--- src/rtl/irqc_pkg.sv ---
package irqc_pkg;
    localparam int BANKS     = 2;
    localparam int BANK_W    = 32;
    localparam int LINES     = BANKS * BANK_W;
    localparam int ADDR_W    = 12;
    localparam int DATA_W    = 32;
    localparam int SYNC_LEN  = 2;
    localparam int BIDX_W    = (BANKS > 1) ? $clog2(BANKS) : 1;
    localparam int IDX_W     = ADDR_W - 4;

    typedef enum logic [3:0] {
        OFS_EVENT = 4'h0,
        OFS_MASK  = 4'h4,
        OFS_ACK   = 4'h8,
        OFS_LEVEL = 4'hC
    } reg_ofs_e;

    typedef struct packed {
        logic [BANK_W-1:0] events;
        logic [BANK_W-1:0] mask;
        logic [BANK_W-1:0] levels;
    } bank_state_t;

    typedef struct packed {
        logic              hit;
        logic [BIDX_W-1:0] bank;
        logic [3:0]        ofs;
    } addr_dec_t;

    // Build-time level-type configuration of a bank.
    function automatic logic [BANK_W-1:0] level_type_cfg(input int b);
        return (b == 1) ? BANK_W'(32'h1FF0_0000) : '0;
    endfunction

    // First input line that feeds bank b (higher banks take lower lines).
    function automatic int line_base(input int b);
        return (BANKS - 1 - b) * BANK_W;
    endfunction
endpackage

--- src/rtl/irqc_sync.sv ---
module irqc_sync #(
    parameter int W     = 64,
    parameter int DEPTH = 2
) (
    input  logic         clk,
    input  logic         rst,
    input  logic [W-1:0] din,
    output logic [W-1:0] dout
);
    logic [W-1:0] stage_q [DEPTH];

    generate
        for (genvar s = 0; s < DEPTH; s++) begin : g_stage
            always_ff @(posedge clk) begin
                if (rst) begin
                    stage_q[s] <= '0;
                end else if (s == 0) begin
                    stage_q[s] <= din;
                end else begin
                    stage_q[s] <= stage_q[(s == 0) ? 0 : s - 1];
                end
            end
        end
    endgenerate

    assign dout = stage_q[DEPTH-1];
endmodule

--- src/rtl/irqc_addr_dec.sv ---
module irqc_addr_dec
    import irqc_pkg::*;
(
    input  logic [ADDR_W-1:0] addr,
    output addr_dec_t         dec
);
    logic [IDX_W-1:0] field;
    logic [IDX_W-1:0] idx;

    always_comb begin
        field    = addr[ADDR_W-1:4];
        idx      = field - IDX_W'(1);
        dec.hit  = (field != '0) && (idx < IDX_W'(BANKS));
        dec.bank = idx[BIDX_W-1:0];
        dec.ofs  = addr[3:0];
    end
endmodule

--- src/rtl/irqc_bank.sv ---
module irqc_bank
    import irqc_pkg::*;
#(
    parameter logic [BANK_W-1:0] LEVEL_TYPE = '0
) (
    input  logic              clk,
    input  logic              rst,
    input  logic [BANK_W-1:0] line_in,
    input  logic              mask_we,
    input  logic              ack_we,
    input  logic [BANK_W-1:0] wdata,
    output bank_state_t       st,
    output logic              pending
);
    logic [BANK_W-1:0] rise;
    logic [BANK_W-1:0] ack_bits;
    logic [BANK_W-1:0] ev_nxt;

    always_comb begin
        rise     = line_in & ~st.levels & ~LEVEL_TYPE;
        ack_bits = ack_we ? (wdata & ~LEVEL_TYPE) : '0;
        // a new edge wins over a simultaneous acknowledge
        ev_nxt   = (st.events & ~ack_bits) | rise;
    end

    always_ff @(posedge clk) begin
        if (rst) begin
            st <= '0;
        end else begin
            st.events <= ev_nxt;
            st.levels <= line_in;
            if (mask_we) begin
                st.mask <= wdata;
            end
        end
    end

    assign pending = |((st.events | (st.levels & LEVEL_TYPE)) & st.mask);
endmodule

--- src/rtl/dual_bank_irq_ctrl.sv ---
module dual_bank_irq_ctrl
    import irqc_pkg::*;
(
    input  logic              clk,
    input  logic              rst,
    input  logic [LINES-1:0]  src_irq,
    input  logic              bus_valid,
    input  logic              bus_write,
    input  logic [ADDR_W-1:0] bus_addr,
    input  logic [DATA_W-1:0] bus_wdata,
    output logic [DATA_W-1:0] bus_rdata,
    output logic              cpu_irq
);
    logic [LINES-1:0] src_sync;
    addr_dec_t        dec;
    bank_state_t      st   [BANKS];
    logic [BANKS-1:0] pend;
    logic             pend_any;
    logic             wr_hit;

    irqc_sync #(.W(LINES), .DEPTH(SYNC_LEN)) u_sync (
        .clk (clk),
        .rst (rst),
        .din (src_irq),
        .dout(src_sync)
    );

    irqc_addr_dec u_dec (
        .addr(bus_addr),
        .dec (dec)
    );

    assign wr_hit = bus_valid && bus_write && dec.hit;

    generate
        for (genvar b = 0; b < BANKS; b++) begin : g_bank
            localparam int BASE = line_base(b);
            logic sel;
            assign sel = wr_hit && (dec.bank == BIDX_W'(b));

            irqc_bank #(.LEVEL_TYPE(level_type_cfg(b))) u_bank (
                .clk    (clk),
                .rst    (rst),
                .line_in(src_sync[BASE +: BANK_W]),
                .mask_we(sel && (dec.ofs == OFS_MASK)),
                .ack_we (sel && (dec.ofs == OFS_ACK)),
                .wdata  (bus_wdata[BANK_W-1:0]),
                .st     (st[b]),
                .pending(pend[b])
            );
        end
    endgenerate

    assign pend_any = |pend;

    always_ff @(posedge clk) begin
        if (rst) begin
            cpu_irq <= 1'b0;
        end else begin
            cpu_irq <= pend_any;
        end
    end

    always_comb begin
        bus_rdata = '0;
        if (bus_valid && !bus_write && dec.hit) begin
            case (dec.ofs)
                OFS_EVENT: bus_rdata = DATA_W'(st[dec.bank].events);
                OFS_MASK:  bus_rdata = DATA_W'(st[dec.bank].mask);
                OFS_LEVEL: bus_rdata = DATA_W'(st[dec.bank].levels);
                default:   bus_rdata = '0;
            endcase
        end
    end
endmodule

--- config.mk ---
export PLATFORM = sky130hd
export DESIGN_NAME = dual_bank_irq_ctrl
export DESIGN_NICKNAME = d
export VERILOG_FILES = /design/src/rtl/irqc_pkg.sv /design/src/rtl/irqc_sync.sv /design/src/rtl/irqc_addr_dec.sv /design/src/rtl/irqc_bank.sv /design/src/rtl/dual_bank_irq_ctrl.sv
export SDC_FILE = /design/constraint.sdc
export NUM_CORES = 1
export LEC_CHECK = 0
export BUFFER_PORTS_ARGS = -buffer_cell sky130_fd_sc_hd__buf_2
export CAP_MARGIN = 20
export CORE_UTILIZATION = 59
export DETAILED_ROUTE_END_ITERATION = 8
export PLACE_DENSITY_LB_ADDON = 0.1
export SYNTH_ARGS = -nofsm -noshare
export SYNTH_HDL_FRONTEND = slang
export SYNTH_SLANG_ARGS = --single-unit
--- constraint.sdc ---
create_clock -name clk -period 7.5 [get_ports clk]
set_input_delay 0.75 -clock clk [delete_from_list [all_inputs] [get_ports clk]]
set_output_delay 0.75 -clock clk [all_outputs]
set_load 0.02 [all_outputs]
# Word-level counts from Yosys, hierarchy flattened
# Memories as Yosys holds them, arrays and structs flattened.
# Cells that the tools add are included.
# op_classes
add_sub_neg	1
n_lt_le_gt_ge	2
eq_ne	3
muxes	12
bitwise_logic	17
reduce_logical	15
# ops
op	count
96-bit 2-to-1 mux	3
32-bit AND	6
64-bit 2-to-1 mux	2
32-bit NOT	4
32-bit 2-to-1 mux	3
32-bit case mux with 3 select lines	1
32-bit OR	2
64-bit OR reduction	1
32-bit by 29-bit OR with 32-bit output	1
1-bit logical AND	11
4-bit equality test (second input constant)	2
8-bit by 2-bit less-than comparator with 1-bit output (second input constant)	1
8-bit nonzero test	1
8-bit by 1-bit subtractor with 8-bit output (second input constant)	1
4-bit by 3-bit equality test with 1-bit output (second input constant)	1
4-bit zero test	1
1-bit 2-to-1 mux	3
2-bit greater-or-equal comparator (second input constant)	1
1-bit NOT with 2-bit output	1
1-bit OR	2
1-bit zero test	1
1-bit NOT	1
# word_totals
reg_bits	193
ramBits	128
output_inout_bits	33
memories	1
# memory_table
name	words	word_bits	read_ports	rd_clocked_by_memory_dff	wr	line_no	source
u_sync.stage_q	2	64	2	0	2	irqc_sync.sv:10	logic [W-1:0] stage_q [DEPTH];

# Longest topological paths before layout
# Gate-level depths: netlist of run 1.
# logic_depth
ltp_word	10
depth_mapped	11
mapped_depth_nobuf	7

# Cells and area by module
# Synthesis of run 1 repeated with hierarchy kept, for this count alone.
# unflattened
hier_cells	1202
area_unflattened_um2	11901.4
# by_module_without_submodules
module	instances	cells_per_inst	area_each_um2	seq_area_each_um2
irqc_sync	1	270	3464.6	2562.5
irqc_bank at g_bank[0].u_bank	1	359	3399.5	1921.8
irqc_bank at g_bank[1].u_bank	1	322	3113.0	1741.7
dual_bank_irq_ctrl	1	234	1813.0	20.0
irqc_addr_dec	1	17	111.4	0.0

# Worst setup path after synthesis of run 1
# No wires, ideal clock.
# synth_path
path_kind	in2out
from	in bus_addr[4]
to	out bus_rdata[0]
t_arrival_ns	3.413
t_required_ns	6.750
path_slack_ns	3.337
stages	10
path_buffers	4
cell_sequence	buf_4 inv_1 clkbuf_1 ha_1 nor4bb_1 o2111ai_2 or4_1 buf_2 buf_6 nor3_1
# synth_between
elab_chain_len	7
elab_cells_between_ends	11
# synth_rtl
element	line_no	source
start, declared	dual_bank_irq_ctrl.sv:9	input logic [ADDR_W-1:0] bus_addr,
branches (longest 6 deep; another with 8-bit by 1-bit subtractor with 8-bit output)	-	
32-bit 2-to-1 mux *	dual_bank_irq_ctrl.sv:66	if (bus_valid && !bus_write && dec.hit) begin
end, declared	dual_bank_irq_ctrl.sv:11	output logic [DATA_W-1:0] bus_rdata,
# Every way passes the cells marked *. The select of a mux whose other input is x is not followed.

# Worst setup path after layout of run 1
# layout_path
from	in bus_addr[4]
to	out bus_rdata[20]
# Same word-level chain as after synthesis.

==> results.json, run 1 <==
{
  "synthCells": 1167,
  "gp_congestion": 0.855,
  "synth-seq-cells": 312,
  "use_met1": 0.400,
  "synth_top_area_frac": 0.546,
  "fin_cells": 1555,
  "cp.required_ps": 6750,
  "hold_class": "in -> reg",
  "p_leak_nw": 4.95,
  "setup_viol": 0,
  "tightestPinTransition_ps": 971,
  "regArea_um2": 6250,
  "antenna_found_initial": 0,
  "finClkSkew_ps": 10.4,
  "num_io_pins": 145,
  "post_cts_resized": 0,
  "cts_made_buffers": 30,
  "rows": 50,
  "grt.met3_usage": 0.0506,
  "yosys.area.top_type": "dfxtp_1",
  "finalCritPeriodShare": 0.733,
  "die_y_um": 141,
  "min_to": "u_sync.stage_q[0][48]",
  "hold_depth": 2,
  "start_util": 0.607,
  "synthTopCellsByCount": "312 x dfxtp_1, 247 x nor2b_1, 140 x nand2_1, 111 x a21oi_1, 65 x clkbuf_1",
  "dpl.cell_count": 1499,
  "reg2regPathDepth": 5,
  "root_buffer": "clkbuf_16",
  "dr.first_iter.drc_count": 899,
  "n_fill_cell": 1456,
  "grt_overflow": 0,
  "path_max_fanout": 37,
  "finalHoldViolCount": 0,
  "drc": 0,
  "tns_ps": 0,
  "worstSetupPathType": "in -> out",
  "multi_input_area_um2": 4870,
  "cts_sinks": 312,
  "rsz0062_at_grt": "no",
  "ys.flop_type": "dfxtp_1",
  "min_from": "src_irq[48]",
  "grt_pass1_vias": 8316,
  "cap_violations": 0,
  "synth_cell_types": 33,
  "r2r_end": "cpu_irq",
  "netlist_top_cells_area": "dfxtp_1 55%, nor2b_1 14%, a21oi_1 4.9%",
  "crit_arrival_ps": 4750,
  "maxSlewHeadroom": 0.353,
  "fmax_mhz": 182,
  "min_period_ps": 5500,
  "core-area_um2": 18800,
  "dr.pass1.iters": 6,
  "wl_per_cell_um": 18.7,
  "cts_tree": "yes",
  "r2r_start": "g_bank[1].u_bank.st[93]",
  "dpl_cell_area_um2": 12300,
  "use_met2": 0.460,
  "area_growth_pct": 16.2,
  "vias": 9035,
  "vias_per_cell": 5.81,
  "clk_pin_slew_ps": 60,
  "yosys_warnings": 0,
  "grt_max_degree": 149,
  "seq_area_frac_synth": 0.546,
  "async_flop_share": 0,
  "diodes": 0,
  "synth.avg_cell_area_um2": 9.80,
  "ctsHoldBuffers": 0,
  "cts_buffer_depth": 3,
  "num-nets-final": 1385,
  "dp_hpwl_um": 18400,
  "status": "complete, no violations",
  "synth_most_common_cell": "dfxtp_1",
  "clk_latency_ps": 550,
  "busiest_layer": "met2",
  "htree_levels": 1,
  "grt_first_pass_wirelength_um": 45200,
  "powerDensity_nw_per_um2": 261,
  "cts_setup_buffers": 0,
  "final_antenna_net_count": 0,
  "cp-end-kind": "primary output",
  "cp-start-kind": "primary input",
  "syn_area_um2": 11400,
  "r2r_slack_ps": 5780,
  "die_w_um": 141,
  "syn_nets": 1281,
  "synth_edf_count": 0,
  "die_area_um2": 19900,
  "final_max_slew_viol_count": 0,
  "wl_um": 29000,
  "fin_area_um2": 13300,
  "drive_gt1_frac": 0.174,
  "track_usage": 0.291,
  "irDropWorstVdd_v": 0.000204,
  "io_buffers": 144
}
[metrics by stage]
step	setup slack, ps	utilization	hold WS (ps)	power, W
after global routing	1890	0.706	390	0.00359
after global placement	2230	0.652	417	0.00197
after CTS	2090	0.706	389	0.00348
after detailed placement	2120	0.652	420	0.00197
final	2000	0.706	403	0.00346
after floorplan	3340	-	414	0.00189
[cells in the final DEF, fill, tap and decap left out, drive strengths merged]
master,n
nor3,25
o2111ai,1
a22oi,12
and3,1
nand3,4
nor2,3
o31ai,1
nor2b,247
nand2,140
nand2b,57
a311oi,55
or4,3
nor4,5
clkbuf,41
nand3b,1
nand4,4
ha,2
bufinv,3
clkinv,11
nor4b,1
a211oi,9
nor4bb,1
a221o,46
a221oi,28
dfxtp,312
inv,4
buf,156
a21oi,111
o311a,1
a22o,10
[metal layers]
metal | up-vias | wire length [µm]
met3 | 63 | 2150
met4 | 0 | 845
met5 | - | 0
met2 | 400 | 13200
met1 | 4265 | 12800
li1 | 4307 | -
[where the power goes]
part	switching [W]	leakage (nW)	internal (W)
Clock	0.000628	0.512	0.000900
Sequential	0.0000325	2.55	0.00171
Combinational	0.000106	1.89	0.0000834
Total	0.000766	4.95	0.00270
[registers in the layout (all words and copies together), names as in the netlist]
| register | flops |
|---|---|
| g_bank.u_bank.st | 183 |
| u_sync.stage_q | 128 |
| cpu_irq | 1 |
[worst max-delay path: stages]
cell and delay (ps):
buf_2 690, inv_1 90, buf_4 310, ha_1 350, nor4bb_1 350, o2111ai_2 410, or4_2 1150, a211oi_1 400
buf_2 220
[layout make-up]
cell class | instances | share of cell area
inverter | 3 | 0.000847
multi-input combinational | 768 | 0.367
timing repair buffer | 156 | 0.0617
sequential | 312 | 0.470
tap | 260 | 0.0245
clock buffer | 41 | 0.0641
clock inverter | 15 | 0.0124
[worst max path at each step]
stage | end | cells past startpoint | start | slack (ps)
2_1_floorplan | bus_rdata[0] | 10 | bus_addr[4] | 3340
3_3_place_gp | bus_rdata[20] | 9 | bus_addr[4] | 2230
3_5_place_dp | bus_rdata[20] | 9 | bus_addr[4] | 2120
4_1_cts | bus_rdata[20] | 9 | bus_addr[4] | 2090
5_1_grt | bus_rdata[20] | 9 | bus_addr[4] | 1890
6_report | bus_rdata[20] | 9 | bus_addr[4] | 2000
[logic make-up after synthesis]
logic type	synth area share
adder cells (fa/ha/maj)	0.00219
AO/OA/AOI/OAI	0.181
buffers and inverters	0.0323
AND/OR/NAND/NOR	0.238
flip-flops	0.546
(Power assumes the default switching activity.)
==> inputs of run 2 (changes only) <==
- CORE_UTILIZATION: 59 -> 57
- clock period: 7.5 -> 5.7 ns (I/O delays scaled with it)
==> results.json, run 2 (synthesized netlist as in run 1, its figures left out) <==
{
  "fmax_mhz": 191,
  "num-nets-final": 1386,
  "cts_tree": "yes",
  "gp_congestion": 0.851,
  "largest_reg_flops": 183,
  "cp.required_ps": 5130,
  "fin_cells": 1561,
  "grt_first_pass_wirelength_um": 44600,
  "irDropWorstVdd_v": 0.000226,
  "area_growth_pct": 16.7,
  "num_io_pins": 145,
  "holdWs_ps": 220,
  "grt_pass1_vias": 8103,
  "largest_registers": "g_bank.u_bank.st (183), u_sync.stage_q (128), cpu_irq (1)",
  "final.setup.worst_slack_ps": 459,
  "min_to": "u_sync.stage_q[0][20]",
  "cp-start-kind": "primary input",
  "crit_path_frequent_cell": "buf_2",
  "track_usage": 0.282,
  "antenna_found_initial": 0,
  "ctsHoldBuffers": 0,
  "post_cts_resized": 0,
  "start_util": 0.584,
  "path_max_fanout": 37,
  "dr.pass1.iters": 5,
  "final_max_slew_viol_count": 0,
  "top_register": "g_bank.u_bank.st",
  "grt_overflow": 0,
  "clk_latency_ps": 560,
  "drive_gt1_frac": 0.173,
  "cp-end-kind": "primary output",
  "crit_arrival_ps": 4670,
  "dp_hpwl_um": 19000,
  "min_period_ps": 5240,
  "cts_sinks": 312,
  "p_leak_nw": 4.96,
  "die_y_um": 144,
  "rsz0062_at_grt": "no",
  "tns_ps": 0,
  "reg2regPathDepth": 5,
  "cts_made_buffers": 31,
  "final_antenna_net_count": 0,
  "powerDensity_nw_per_um2": 346,
  "vias_per_cell": 5.84,
  "setup_viol": 0,
  "dp_slack_ps": 462,
  "io_buffers": 144,
  "core-area_um2": 19600,
  "worstSetupPathType": "in -> out",
  "rows": 51,
  "cts_buffer_depth": 3,
  "mostFrequentLayoutCell": "dfxtp_1",
  "r2r_start": "g_bank[1].u_bank.st[93]",
  "diodes": 0,
  "max_stage_delay_ps": 960,
  "drc": 0,
  "r2r_end": "cpu_irq",
  "slowest_stage": "or4_1",
  "r2r_slack_ps": 3960,
  "hold_depth": 2,
  "cap_violations": 0,
  "die_w_um": 144,
  "maxSlewHeadroom": 0.261,
  "clk_pin_slew_ps": 60,
  "dr.first_iter.drc_count": 867,
  "final_cell_mix": "312 x dfxtp_1, 247 x nor2b_1, 143 x buf_2",
  "finalHoldViolCount": 0,
  "finalCritPeriodShare": 0.919,
  "die_area_um2": 20600,
  "dpl.cell_count": 1504,
  "wl_per_cell_um": 18.8,
  "min_from": "src_irq[20]",
  "status": "complete, no violations",
  "wl_um": 29400,
  "grt_max_degree": 185,
  "hold_class": "in -> reg",
  "root_buffer": "clkbuf_16",
  "finClkSkew_ps": 13.0,
  "vias": 9111,
  "cts_setup_buffers": 0,
  "tightestPinTransition_ps": 1110,
  "cp_cell_sequence": "buf_2 -> inv_1 -> ha_1 -> nor4bb_1 -> o2111ai_2 -> or4_1 -> buf_4 -> nor3_1 -> buf_2",
  "htree_levels": 1
}
-- run 2: power breakdown --
group          internal [W]  total [W]  leakage (nW)  switching (W)
Combinational      0.000110   0.000251          1.89       0.000141
Clock               0.00123    0.00206         0.520       0.000837
Sequential          0.00226    0.00230          2.55      0.0000415
Total               0.00359    0.00461          4.96        0.00102
-- run 2: area by class of cell --
type / count / area [µm²]
clock buffer: 44 / 895
clock inverter: 13 / 153
fill: 1585 / 6250
inverter: 3 / 11.3
multi-input combinational: 768 / 4870
sequential: 312 / 6250
tap: 265 / 332
timing repair buffer: 156 / 833
-- run 2: critical path, delay by kind of cell --
kind	cells	cell delay (ps)
AND/OR/NAND/NOR	3	1510
adder cells (fa/ha/maj)	1	430
buffers and inverters	4	1750
AO/OA/AOI/OAI	1	390
-- run 2: stage by stage --
stage           util  power, W  area, µm²
5_1_grt        0.681   0.00476      13300
3_5_place_dp   0.628   0.00259      12300
6_report       0.681   0.00461      13300
3_3_place_gp   0.628   0.00259      12300
4_1_cts        0.681   0.00463      13300
2_1_floorplan      -   0.00248      11400
-- run 2: worst max-delay path by stage --
stage / startpoint / end / slack (ps) / cells after the start
final: bus_addr[4] / bus_rdata[2] / 460 / 9
after global routing: bus_addr[4] / bus_rdata[21] / 190 / 9
after CTS: bus_addr[4] / bus_rdata[2] / 440 / 9
after detailed placement: bus_addr[4] / bus_rdata[2] / 460 / 9
after global placement: bus_addr[4] / bus_rdata[21] / 590 / 9
after floorplan: bus_addr[4] / bus_rdata[0] / 1900 / 10
-- run 2: metal layers --
layer,share of wire,vias up,GRT usage
met5,0,-,0
met4,0.028,0,0.0963
met3,0.082,67,0.0510
met2,0.46,411,0.441
met1,0.43,4315,0.392
li1,-,4318,-
==> inputs of run 3 (changes only) <==
- CAP_MARGIN: 20 -> default
- CORE_UTILIZATION: 57 -> 40
==> results.json, run 3 (synthesized netlist as in run 1, its figures left out) <==
{
  "grt_pass1_vias": 8371,
  "tightestPinTransition_ps": 1180,
  "n_fill_cell": 2710,
  "tns_ps": 0,
  "finalCritPeriodShare": 0.770,
  "rows": 61,
  "min_period_ps": 4390,
  "p_leak_nw": 4.99,
  "clk_latency_ps": 510,
  "num-nets-final": 1392,
  "maxSlewHeadroom": 0.207,
  "cts_buffer_depth": 3,
  "rsz0062_at_grt": "no",
  "power_switching_w": 0.00104,
  "area_growth_pct": 18.4,
  "dp_slack_ps": 1380,
  "num_io_pins": 145,
  "cts_made_buffers": 35,
  "drc": 0,
  "final_max_slew_viol_count": 0,
  "top_register": "g_bank.u_bank.st",
  "track_usage": 0.223,
  "wl_per_cell_um": 19.3,
  "setup_viol": 0,
  "core-area_um2": 27900,
  "mostFrequentLayoutCell": "dfxtp_1",
  "grt_max_degree": 166,
  "combinationalPowerShare": 0.054,
  "vias": 8924,
  "post_cts_resized": 0,
  "gp_congestion": 0.794,
  "cp.required_ps": 5130,
  "status": "complete, no violations",
  "fmax_mhz": 228,
  "worstSetupPathType": "in -> out",
  "ctsHoldBuffers": 0,
  "cap_violations": 0,
  "powerDensity_nw_per_um2": 347,
  "grt_overflow": 0,
  "cp-end-kind": "primary output",
  "drive_gt1_frac": 0.171,
  "final_antenna_net_count": 0,
  "dr.pass1.iters": 5,
  "die_w_um": 171,
  "wl_um": 32400,
  "finClkSkew_ps": 14.3,
  "clkPwrFrac": 0.457,
  "final.setup.worst_slack_ps": 1310,
  "die_area_um2": 29300,
  "root_buffer": "clkbuf_16",
  "grt_first_pass_wirelength_um": 49700,
  "diodes": 0,
  "final_cell_mix": "312 x dfxtp_1, 247 x nor2b_1, 143 x buf_2",
  "dr.first_iter.drc_count": 746,
  "path_max_fanout": 19,
  "clk_pin_slew_ps": 60,
  "antenna_found_initial": 2,
  "dp_hpwl_um": 21100,
  "cts_tree": "yes",
  "largest_registers": "g_bank.u_bank.st (183), u_sync.stage_q (128), cpu_irq (1)",
  "irDropWorstVdd_v": 0.000198,
  "start_util": 0.409,
  "cp-start-kind": "primary input",
  "cts_sinks": 312,
  "seq_power_share": 0.489,
  "finalHoldViolCount": 0,
  "power.share.switching": 0.221,
  "hold_class": "in -> reg",
  "io_buffers": 144,
  "cts_setup_buffers": 0,
  "vias_per_cell": 5.32,
  "htree_levels": 2,
  "die_y_um": 171,
  "internal_power_w": 0.00366,
  "largest_reg_flops": 183,
  "crit_arrival_ps": 3820
}
==> run 3: cell count changes in the layout (fill, tap and decap cells not counted), sizes merged <==
cell / before / now
clkbuf: 44 / 54
buf: 156 / 158
bufinv: 3 / 1
clkinv: 7 / 5
inv: 5 / 3
clkinvlp: 1 / 0
==> run 3: worst max-delay path, stage by stage <==
cell and delay [ps]:
buf_2 90, inv_1 130, ha_1 330, nor4bb_1 400, o2111ai_2 430, or4_1 1000, buf_4 410, a211oi_1 250
buf_2 200
==> run 3: cell type report <==
class / count / area (µm²) / area share
flip-flops and latches: 312 / 6250 / 0.461
multi-input cells: 768 / 4870 / 0.360
clock buffers: 54 / 1040 / 0.0768
repair buffers: 158 / 848 / 0.0626
well taps: 378 / 473 / 0.0349
clock inverters: 6 / 55.1 / 0.00406
inverters: 3 / 11.3 / 0.000831
==> run 3: final timing paths <==
kind                           startpoint               endpoint  slack [ps]  cells past startpoint
hold reg to reg     u_sync.stage_q[0][55]  u_sync.stage_q[1][55]         430                      1
setup / recovery              bus_addr[4]          bus_rdata[21]        1310                      9
setup reg to reg  g_bank[1].u_bank.st[93]                cpu_irq        3910                      5
hold / removal                src_irq[57]  u_sync.stage_q[0][57]         270                      2
==> run 3: stage by stage <==
stage               area, µm²  cells   util  power [W]  hold slack [ps]
CTS                     13500   1679  0.485    0.00476              252
floorplan               11400   1167      -    0.00248              414
global placement        12500   1619  0.446    0.00260              419
finish                  13500   1679  0.485    0.00470              267
global route            13500   1679  0.485    0.00489              255
detailed placement      12500   1619  0.446    0.00260              420
==> run 3: routing by layer <==
metal  global-route usage  up-vias  share of wire
met5                    0        -        0.00090
met4               0.0660        4          0.021
met3               0.0414       44          0.069
met2                0.346      331           0.45
met1                0.313     4232           0.46
li1                     -     4313              -
==> run 3: power groups by stage <==
stage	Sequential (W)	Combinational (W)	Clock, W
after floorplan	0.00233	0.000156	0
after global placement	0.00235	0.000254	0
after detailed placement	0.00235	0.000254	0
after CTS	0.00230	0.000256	0.00220
after global routing	0.00231	0.000280	0.00230
final	0.00230	0.000254	0.00215
